### config.mk
export PLATFORM = sky130hd
export DESIGN_NAME = sdh_evt_irq
export DESIGN_NICKNAME = d
export VERILOG_FILES = /design/src/rtl/sdh_irq_pkg.sv /design/src/rtl/sdh_lvl_sync.sv /design/src/rtl/sdh_sticky_bank.sv /design/src/rtl/sdh_mask_reg.sv /design/src/rtl/sdh_ctl_reg.sv /design/src/rtl/sdh_evt_irq.sv
export SDC_FILE = /design/constraint.sdc
export NUM_CORES = 1
export LEC_CHECK = 0
export BUFFER_PORTS_ARGS = -buffer_cell sky130_fd_sc_hd__buf_2
export CAP_MARGIN = 0
export CORE_MARGIN = 2
export CORE_UTILIZATION = 55
export CTS_BUF_LIST = sky130_fd_sc_hd__clkbuf_4
export CTS_CLUSTER_DIAMETER = 150
export DETAILED_ROUTE_END_ITERATION = 10
export PLACE_DENSITY = 0.85
export SLEW_MARGIN = 0
export SYNTH_ARGS = -nofsm -noshare
export SYNTH_HDL_FRONTEND = slang
export SYNTH_SLANG_ARGS = --single-unit
### constraint.sdc
create_clock -name clk_i -period 1.5 [get_ports clk_i]
set_clock_uncertainty 0.2 [all_clocks]
set_input_delay 0.225 -clock clk_i [delete_from_list [all_inputs] [get_ports clk_i]]
set_output_delay 0.225 -clock clk_i [all_outputs]
set_load 0.01 [all_outputs]
### src/rtl/sdh_irq_pkg.sv
package sdh_irq_pkg;

    localparam int unsigned REG_W = 8;

    // register addresses
    typedef enum logic [2:0] {
        A_CTL  = 3'd0,
        A_MSK0 = 3'd1,
        A_MSK1 = 3'd2,
        A_ST0  = 3'd3,
        A_ST1  = 3'd4,
        A_ST2  = 3'd5,
        A_ST3  = 3'd6
    } reg_addr_e;

    // command type field values
    typedef enum logic [3:0] {
        CK_NONE = 4'd0,
        CK_WR1  = 4'd1,
        CK_RD1  = 4'd2,
        CK_WRN  = 4'd3,
        CK_RDN  = 4'd4,
        CK_STOP = 4'd7
    } cmd_kind_e;

    // bit positions the engines and software decode
    localparam int unsigned ST0_WP     = 1;
    localparam int unsigned ST0_MBLK   = 4;
    localparam int unsigned ST0_BLK    = 5;
    localparam int unsigned ST0_CD_CHG = 6;
    localparam int unsigned ST0_INS    = 7;
    localparam int unsigned ST2_CBUSY  = 4;
    localparam int unsigned ST2_DBUSY  = 5;
    localparam int unsigned ST2_FRZ    = 7;
    localparam int unsigned CTL_START  = 0;
    localparam int unsigned CTL_WDIR   = 2;
    localparam int unsigned CTL_FRST   = 3;
    localparam int unsigned CTL_TLSB   = 4;

    localparam logic [REG_W-1:0] MSK0_IMPL  = 8'hF0;
    localparam logic [REG_W-1:0] MSK1_IMPL  = 8'hFE;
    localparam logic [REG_W-1:0] ST0_STICKY = 8'hF0;
    localparam logic [REG_W-1:0] ST1_STICKY = 8'hFF;
    localparam logic [REG_W-1:0] CTL_KEEP   = 8'hFD;
    localparam logic [REG_W-1:0] CTL_PULSE  = 8'h09;

endpackage

### src/rtl/sdh_lvl_sync.sv
module sdh_lvl_sync #(
    parameter int unsigned W      = 3,
    parameter int unsigned STAGES = 2
) (
    input  logic         clk_i,
    input  logic         rst_ni,
    input  logic [W-1:0] async_i,
    output logic [W-1:0] lvl_o,
    output logic [W-1:0] chg_o
);
    typedef struct packed {
        logic [STAGES-1:0][W-1:0] stg;
        logic [W-1:0]             prev;
    } sync_t;

    sync_t s_d, s_q;

    always_comb begin
        s_d        = s_q;
        s_d.stg[0] = async_i;
        for (int i = 1; i < STAGES; i++) begin
            s_d.stg[i] = s_q.stg[i-1];
        end
        s_d.prev = s_q.stg[STAGES-1];
    end

    always_ff @(posedge clk_i or negedge rst_ni) begin
        if (!rst_ni) s_q <= '0;
        else         s_q <= s_d;
    end

    assign lvl_o = s_q.stg[STAGES-1];
    assign chg_o = s_q.stg[STAGES-1] ^ s_q.prev;
endmodule

### src/rtl/sdh_sticky_bank.sv
module sdh_sticky_bank #(
    parameter int unsigned   W    = 8,
    parameter logic [W-1:0]  KEEP = '1
) (
    input  logic         clk_i,
    input  logic         rst_ni,
    input  logic [W-1:0] set_i,
    input  logic [W-1:0] clr_i,
    output logic [W-1:0] bits_o,
    output logic [W-1:0] nxt_o
);
    typedef struct packed {
        logic [W-1:0] bits;
    } bank_t;

    bank_t b_d, b_q;

    always_comb begin
        b_d      = b_q;
        // a set in the same cycle overrides a clear
        b_d.bits = ((b_q.bits & ~clr_i) | set_i) & KEEP;
    end

    always_ff @(posedge clk_i or negedge rst_ni) begin
        if (!rst_ni) b_q <= '0;
        else         b_q <= b_d;
    end

    assign bits_o = b_q.bits;
    assign nxt_o  = b_d.bits;
endmodule

### src/rtl/sdh_mask_reg.sv
module sdh_mask_reg #(
    parameter int unsigned  W    = 8,
    parameter logic [W-1:0] IMPL = '1
) (
    input  logic         clk_i,
    input  logic         rst_ni,
    input  logic         we_i,
    input  logic [W-1:0] wdata_i,
    output logic [W-1:0] mask_o,
    output logic [W-1:0] nxt_o
);
    typedef struct packed {
        logic [W-1:0] m;
    } msk_t;

    msk_t m_d, m_q;

    always_comb begin
        m_d = m_q;
        if (we_i) m_d.m = wdata_i & IMPL;
    end

    always_ff @(posedge clk_i or negedge rst_ni) begin
        if (!rst_ni) m_q <= '0;
        else         m_q <= m_d;
    end

    assign mask_o = m_q.m;
    assign nxt_o  = m_d.m;
endmodule

### src/rtl/sdh_ctl_reg.sv
module sdh_ctl_reg
    import sdh_irq_pkg::*;
(
    input  logic             clk_i,
    input  logic             rst_ni,
    input  logic             we_i,
    input  logic [REG_W-1:0] wdata_i,
    output logic [REG_W-1:0] ctl_o
);
    typedef struct packed {
        logic [REG_W-1:0] ctl;
    } ctl_t;

    ctl_t c_d, c_q;

    always_comb begin
        c_d     = c_q;
        // strobe bits fall back to zero one cycle after they were written
        c_d.ctl = c_q.ctl & ~CTL_PULSE;
        if (we_i) c_d.ctl = wdata_i & CTL_KEEP;
    end

    always_ff @(posedge clk_i or negedge rst_ni) begin
        if (!rst_ni) c_q <= '0;
        else         c_q <= c_d;
    end

    assign ctl_o = c_q.ctl;
endmodule

### src/rtl/sdh_evt_irq.sv
module sdh_evt_irq
    import sdh_irq_pkg::*;
#(
    parameter int unsigned ADDR_W      = 3,
    parameter int unsigned SYNC_STAGES = 2
) (
    input  logic              clk_i,
    input  logic              rst_ni,
    input  logic              bus_we_i,
    input  logic [ADDR_W-1:0] bus_addr_i,
    input  logic [REG_W-1:0]  bus_wdata_i,
    output logic [REG_W-1:0]  bus_rdata_o,
    input  logic              ev_mblk_i,
    input  logic              ev_blk_i,
    input  logic              ev_ins_i,
    input  logic [REG_W-1:0]  cmd_evt_i,
    input  logic              cmd_busy_i,
    input  logic              dat_busy_i,
    input  logic              wp_i,
    input  logic              cd_dat3_i,
    input  logic              cd_pin_i,
    output logic              cmd_start_o,
    output logic              cmd_write_o,
    output logic              fifo_rst_o,
    output logic [3:0]        cmd_type_o,
    output logic              clk_freeze_en_o,
    output logic              irq_o
);
    localparam int unsigned NPIN = 3;
    localparam logic [NPIN-1:0] PIN_CD_SEL = 3'b100;

    typedef struct packed {
        logic frz;
        logic irq;
    } top_t;

    top_t t_d, t_q;

    logic wr_ctl, wr_m0, wr_m1, wr_s0, wr_s1, wr_s2;
    logic [NPIN-1:0]  pin_lvl, pin_chg;
    logic             cd_chg;
    logic [REG_W-1:0] st0_set, st0_clr, st1_clr;
    logic [REG_W-1:0] st0_q, st0_nxt, st1_q, st1_nxt;
    logic [REG_W-1:0] m0_q, m0_nxt, m1_q, m1_nxt;
    logic [REG_W-1:0] ctl_q;

    assign wr_ctl = bus_we_i && (bus_addr_i == ADDR_W'(A_CTL));
    assign wr_m0  = bus_we_i && (bus_addr_i == ADDR_W'(A_MSK0));
    assign wr_m1  = bus_we_i && (bus_addr_i == ADDR_W'(A_MSK1));
    assign wr_s0  = bus_we_i && (bus_addr_i == ADDR_W'(A_ST0));
    assign wr_s1  = bus_we_i && (bus_addr_i == ADDR_W'(A_ST1));
    assign wr_s2  = bus_we_i && (bus_addr_i == ADDR_W'(A_ST2));

    // pin order {card-detect pin, DATA3 detect, write protect}
    sdh_lvl_sync #(.W(NPIN), .STAGES(SYNC_STAGES)) u_sync (
        .clk_i   (clk_i),
        .rst_ni  (rst_ni),
        .async_i ({cd_pin_i, cd_dat3_i, wp_i}),
        .lvl_o   (pin_lvl),
        .chg_o   (pin_chg)
    );

    assign cd_chg = |(pin_chg & PIN_CD_SEL);

    always_comb begin
        st0_set             = '0;
        st0_set[ST0_MBLK]   = ev_mblk_i;
        st0_set[ST0_BLK]    = ev_blk_i;
        st0_set[ST0_CD_CHG] = cd_chg;
        st0_set[ST0_INS]    = ev_ins_i;
        st0_clr             = wr_s0 ? bus_wdata_i : '0;
        st1_clr             = wr_s1 ? bus_wdata_i : '0;
    end

    sdh_sticky_bank #(.W(REG_W), .KEEP(ST0_STICKY)) u_st0 (
        .clk_i  (clk_i),
        .rst_ni (rst_ni),
        .set_i  (st0_set),
        .clr_i  (st0_clr),
        .bits_o (st0_q),
        .nxt_o  (st0_nxt)
    );

    sdh_sticky_bank #(.W(REG_W), .KEEP(ST1_STICKY)) u_st1 (
        .clk_i  (clk_i),
        .rst_ni (rst_ni),
        .set_i  (cmd_evt_i),
        .clr_i  (st1_clr),
        .bits_o (st1_q),
        .nxt_o  (st1_nxt)
    );

    sdh_mask_reg #(.W(REG_W), .IMPL(MSK0_IMPL)) u_m0 (
        .clk_i   (clk_i),
        .rst_ni  (rst_ni),
        .we_i    (wr_m0),
        .wdata_i (bus_wdata_i),
        .mask_o  (m0_q),
        .nxt_o   (m0_nxt)
    );

    sdh_mask_reg #(.W(REG_W), .IMPL(MSK1_IMPL)) u_m1 (
        .clk_i   (clk_i),
        .rst_ni  (rst_ni),
        .we_i    (wr_m1),
        .wdata_i (bus_wdata_i),
        .mask_o  (m1_q),
        .nxt_o   (m1_nxt)
    );

    sdh_ctl_reg u_ctl (
        .clk_i   (clk_i),
        .rst_ni  (rst_ni),
        .we_i    (wr_ctl),
        .wdata_i (bus_wdata_i),
        .ctl_o   (ctl_q)
    );

    always_comb begin
        t_d = t_q;
        if (wr_s2) t_d.frz = bus_wdata_i[ST2_FRZ];
        // built from next-state values so the flop matches the registers it follows
        t_d.irq = (|(st0_nxt & m0_nxt)) | (|(st1_nxt & m1_nxt));
    end

    always_ff @(posedge clk_i or negedge rst_ni) begin
        if (!rst_ni) t_q <= '0;
        else         t_q <= t_d;
    end

    always_comb begin
        bus_rdata_o = '0;
        case (bus_addr_i)
            ADDR_W'(A_CTL):  bus_rdata_o = ctl_q;
            ADDR_W'(A_MSK0): bus_rdata_o = m0_q;
            ADDR_W'(A_MSK1): bus_rdata_o = m1_q;
            ADDR_W'(A_ST0): begin
                bus_rdata_o = st0_q;
                bus_rdata_o[ST0_WP +: NPIN] = pin_lvl;
            end
            ADDR_W'(A_ST1):  bus_rdata_o = st1_q;
            ADDR_W'(A_ST2): begin
                bus_rdata_o[ST2_CBUSY] = cmd_busy_i;
                bus_rdata_o[ST2_DBUSY] = dat_busy_i;
                bus_rdata_o[ST2_FRZ]   = t_q.frz;
            end
            default:         bus_rdata_o = '0;
        endcase
    end

    assign cmd_start_o     = ctl_q[CTL_START];
    assign cmd_write_o     = ctl_q[CTL_WDIR];
    assign fifo_rst_o      = ctl_q[CTL_FRST];
    assign cmd_type_o      = ctl_q[CTL_TLSB +: 4];
    assign clk_freeze_en_o = t_q.frz;
    assign irq_o           = t_q.irq;
endmodule

# Word level (Yosys, flattened, before mapping)
# Index checks and enable logic that the tools add are counted.
[word_totals] regBits=46 latch_bits=0 mem_bits_rw=0 romBits=0 input_bits=30 out_inout_bits=17 memories=0
[op_classes] add_sub_neg=0 multipliers=0 n_div=0 n_lt_le_gt_ge=0 eq_ne=5 shifts=0 mux=9 bitwise=10 n_reduce_logical=9
[ops] op="8-bit bitwise AND" count=4
[ops] op="8-bit 2-to-1 mux" count=4
[ops] op="4-bit one-hot mux with 5 select lines" count=1
[ops] op="8-bit inverter" count=2
[ops] op="8-bit OR" count=2
[ops] op="8-bit OR reduction" count=2
[ops] op="2-bit one-hot mux with 6 select lines" count=1
[ops] op="3-bit by 2-bit equality test with 1-bit output (second input constant)" count=2
[ops] op="3-bit equality test (second input constant)" count=2
[ops] op="1-bit logical AND" count=6
[ops] op="1-bit one-hot mux with 6 select lines" count=1
[ops] op="1-bit one-hot mux with 5 select lines" count=1
[ops] op="4-bit 2-to-1 mux" count=1
[ops] op="3-bit by 1-bit equality test with 1-bit output (second input constant)" count=1
[ops] op="3-bit zero test" count=1
[ops] op="3-bit XOR" count=1
[ops] op="1-bit OR" count=1

# Depth between registers and ports, before layout
[depth] ltp_word=9 depth_mapped=7 depth_no_buf=5

# Cells and area by module
# A second synthesis with hierarchy kept.
[hier_totals] hier_cells=197 hier_area_um2=2358.5
[modules_own_cells] module="sdh_evt_irq" instances=1 cells_each=86 area_per_inst_um2=665.6 seq_area_each_um2=50.0
[modules_own_cells] module="sdh_mask_reg (u_m1)" instances=1 cells_each=17 area_per_inst_um2=325.3 seq_area_each_um2=200.2
[modules_own_cells] module="sdh_mask_reg (u_m0)" instances=1 cells_each=17 area_per_inst_um2=306.5 seq_area_each_um2=200.2
[modules_own_cells] module="sdh_sticky_bank (u_st1)" instances=1 cells_each=24 area_per_inst_um2=290.3 seq_area_each_um2=200.2
[modules_own_cells] module="sdh_ctl_reg" instances=1 cells_each=17 area_per_inst_um2=287.8 seq_area_each_um2=175.2
[modules_own_cells] module="sdh_lvl_sync" instances=1 cells_each=15 area_per_inst_um2=274.0 seq_area_each_um2=225.2
[modules_own_cells] module="sdh_sticky_bank (u_st0)" instances=1 cells_each=21 area_per_inst_um2=209.0 seq_area_each_um2=100.1

# Worst setup path before layout
# Ideal clock, no wire load.
[synth_path] path_type="input port to flip-flop" from="input bus_addr_i[0]" to="register t_q, in the netlist irq_o" t_arrival_ns=1.422 required_ns=1.165 setup_slack_ns=-0.256 path_stages=7 n_path_buf=2 path_cell_list="buf_6 > nor4bb_4 > buf_6 > mux2_2 > o21ai_0 > and4_1 > nand4_1"
[synth_lines] item="start: declaration" line_no="sdh_evt_irq.sv:10" text="input logic [ADDR_W-1:0] bus_addr_i,"
[synth_lines] item="end signal: assignment" line_no="sdh_evt_irq.sv:128" text="else t_q <= t_d;"
[synth_lines] item="end: declaration" line_no="sdh_evt_irq.sv:37" text="top_t t_d, t_q;"

# Final worst setup path
[layout_path] from="register u_m1.m_q, in the netlist u_m1.mask_o[5]" to="output bus_rdata_o[5]"
[layout_between] elab_chain_cells=1
[layout_rtl] item="start: declaration" line_no="sdh_mask_reg.sv:16" text="msk_t m_d, m_q;"
[layout_rtl] item="start signal: assignment" line_no="sdh_mask_reg.sv:25" text="else m_q <= m_d;"
[layout_rtl] item="2-bit one-hot mux with 6 select lines" line_no="sdh_evt_irq.sv:133" text="case (bus_addr_i)"
[layout_rtl] item="end: declaration" line_no="sdh_evt_irq.sv:12" text="output logic [REG_W-1:0] bus_rdata_o,"
# No other way between the ends.

==> run_results.csv <==
group,metric,value,unit
synthesis,ys_seq_area_share,52.4,%
sta,finalWorstPathRequiredPeriod,2010,ps
power,power.leakage,1.24,nW
final_layout,final_common_cell,"buf_2",
sta,worst_pin_slew,300,ps
route,drcViolationCount,0,
run,maxCapViolCount,0,
status,outcome,"finished, violations left",
route,wl_met3,378,µm
route,drt-met1-wl,2030,µm
clock_network,numClockSinks,40,
grt,grt_util_all_layers,29.4,%
floorplanning,start_util,57.3,%
synthesis,synth_top_area_share,52.4,%
critical_path,ff2ff_path_depth,5,
placed_design,place_ws,-439,ps
floorplanning,dieWidth,63.0,µm
sta,worst_slew_margin_rel,79.8,%
route,num_vias,1634,
placed_design,gp_congestion,0.810,
placed_design,portBuffers,46,
clock_network,clk_latency,350,ps
synthesis,synth_top_cell_by_area,"dfrtp_1",
floorplanning,core-area,3340,µm²
route,drt_first_pass_iters,4,
sta,hold_ws,8.32,ps
floorplanning,boundaryPins,47,
critical_path,cp-start-kind,"flip-flop",
placed_design,post-dp-hpwl,3610,µm
critical_path,crit_chain,"mux4_2 -> a22o_1 -> buf_2",
route,wire_per_inst,18.7,µm
sta,fin_crit_sh,134,%
synthesis,synthCells,154,
grt,grt_pass1_vias,1758,
route,drt-initial-drc-count,159,
power,max-vdd-ir-drop,0.573,mV
synthesis,yosys_warnings,0,
final_layout,antenna_cells,0,
clock_network,cts_buffers,5,
critical_path,crit_start,"u_m1.mask_o[5]",
synthesis,syn_area,1910,µm²
synthesis,synth_cell_types,35,
clock_network,cts.htree.levels,2,
critical_path,critical_path_required,1070,ps
final_layout,layout.nets,274,
final_layout,multi_input_area,902,µm²
final_layout,syn2layout_area_growth,42.0,%
grt,antenna_found_initial,0,
power,p_per_area,933,nW/µm²
critical_path,cp-end-kind,"output pin",
status,violations,"negative setup slack",
clock_network,cts_tree,"done",
min_path,worstHoldStart,"bus_wdata_i[5]",
sta,rsz0062_at_grt,"true",
floorplanning,die_h,63.0,µm
final_layout,regArea,1000,µm²
floorplanning,rows,21,
grt,grt_pass1_wl,8830,µm
floorplanning,dieArea,3960,µm²
route,routed_wl,5460,µm
grt,grt_max_degree,41,
clock_network,clk_pin_slew,120,ps
synthesis,synth_seq_cells,40,
route,top_layer,"met4",
critical_path,criticalPathCategory,"flip-flop to output pin",
final_layout,utilization,81.4,%
synthesis,netlist_top_cells_area,"dfrtp_1 52%, mux2_2 8.8%, mux2i_1 4.2%",
synthesis,postSynthAreaPerCell,12.4,µm²
min_path,hp-class,"input port to flip-flop",
final_layout,n_fill_cell,179,
route,ant_nets,0,
route,viasPerCell,5.62,
critical_path,r2r-start,"u_m1.mask_o[3]",
sta,fmaxAchievable,499,MHz
grt,grt_overflow,0,
power,fin_total_pwr,0.00253,W
route,routed-wl-met2,2870,µm
sta,fin_ws,-506,ps
synthesis,syn_nets,184,
sta,hold_viol,0,
final_layout,most-common-layout-cells,"43 x buf_2, 40 x dfrtp_1, 22 x buf_4",
sta,drv_slew,0,
min_path,min_path_cells,2,
critical_path,crit_path_max_incr_delay,470,ps
sta,setup_viol,9,
critical_path,worstPathMaxFanout,2,
clock_network,clock_path_buffers,2,
critical_path,slowest_stage,"mux4_2",
final_layout,drive_above_1_share,51.0,%
clock_network,cts_root_buf,"clkbuf_4",
critical_path,cp.arrival,1580,ps
## path summary, 6_finish.rpt
| path | to | slack [ps] |
|---|---|---|
| max | bus_rdata_o[5] | -510 |
| min in group asynchronous | u_ctl.ctl_o[0] | 160 |
| min | u_m1.mask_o[5] | 8 |
| min reg2reg | u_sync.lvl_o[1] | 160 |
| max in group asynchronous | u_m0.mask_o[5] | 730 |
| max reg2reg | irq_o | -40 |
## per-layer routing
layer / global-route usage (%) / vias up
met3: 6.49 / 18
met1: 36.3 / 796
met4: 14.4 / 0
li1: - / 734
met5: 0 / -
met2: 48.7 / 86
## area by class of cell
class | count | area share (%)
sequential | 40 | 36.9
multi-input combinational | 102 | 33.2
timing repair buffer | 92 | 25.3
tap | 46 | 2.12
clock buffer | 6 | 1.66
clock inverter | 2 | 0.415
inverter | 3 | 0.415
## cell families (layout without fill, tap and decap cells)
logic type	Yosys count	after routing	share of synthesized area [%]
xor+xnor	1	1	0.458
simple gates	37	37	12.6
compound gates	36	36	12.5
buf+inv	12	103	4.19
flops	40	40	52.4
mux	28	28	17.9
## repair_timing
item / CTS / global route
setup buffers: 3 / 1
hold buffers: 22 / 0
setup endpoints to repair: 9 / 9
pin swaps: 5 / 5
hold endpoints to repair: 68 / 0
resized for setup: 12 / 14
## synth_stat cells
library cell  count
a21boi_0          7
a21o_1            4
a21oi_1           4
a22o_1            1
a22oi_1           2
a22oi_2           1
a31oi_1           2
and2_1            2
and4_1            2
and4b_1           1
and4bb_4          1
buf_2             4
buf_6             4
clkbuf_1          1
dfrtp_1          40
inv_1             3
mux2_2           15
mux2_4            3
mux2i_1           8
mux4_1            1
mux4_2            1
nand2_1           9
nand3_1           1
nand4_1           1
nor2_1            7
nor2b_1           2
nor4b_2           1
nor4bb_1          1
nor4bb_4          1
o21ai_0           6
o21ai_1           3
o22ai_1           4
o32ai_1           2
or2_2             8
xor2_1            1
## worst max-delay path: cells and delay by family (launching register included)
kind / cells / cell delay (ps)
flops: 1 / 420
mux: 1 / 470
compound gates: 1 / 210
buf+inv: 1 / 130
## registers in the layout, summed over array words and instances, names as in the netlist
name             cells
irq_o                1
u_st0.bits_o         4
u_sync.s_d           3
u_m1.mask_o          8
u_m0.mask_o          4
u_st1.bits_o         8
u_sync.s_q           1
clk_freeze_en_o      1
u_sync.lvl_o         3
u_ctl.ctl_o          7
## through the flow
step | cell area, µm² | setup TNS, ps | instances
2_1_floorplan | 1950 | -576 | 154
3_3_place_gp | 2350 | -4670 | 259
3_5_place_dp | 2350 | -5230 | 259
4_1_cts | 2680 | -2310 | 292
5_1_grt | 2720 | -2950 | 291
6_report | 2720 | -2410 | 291
## report_power, final
part	internal, W	total (W)	switching (W)
Sequential	0.00120	0.00127	0.0000770
Clock	0.000197	0.000543	0.000346
Combinational	0.000397	0.000717	0.000320
Total	0.00179	0.00253	0.000743
Note: power is estimated with default switching activity, not from simulation.
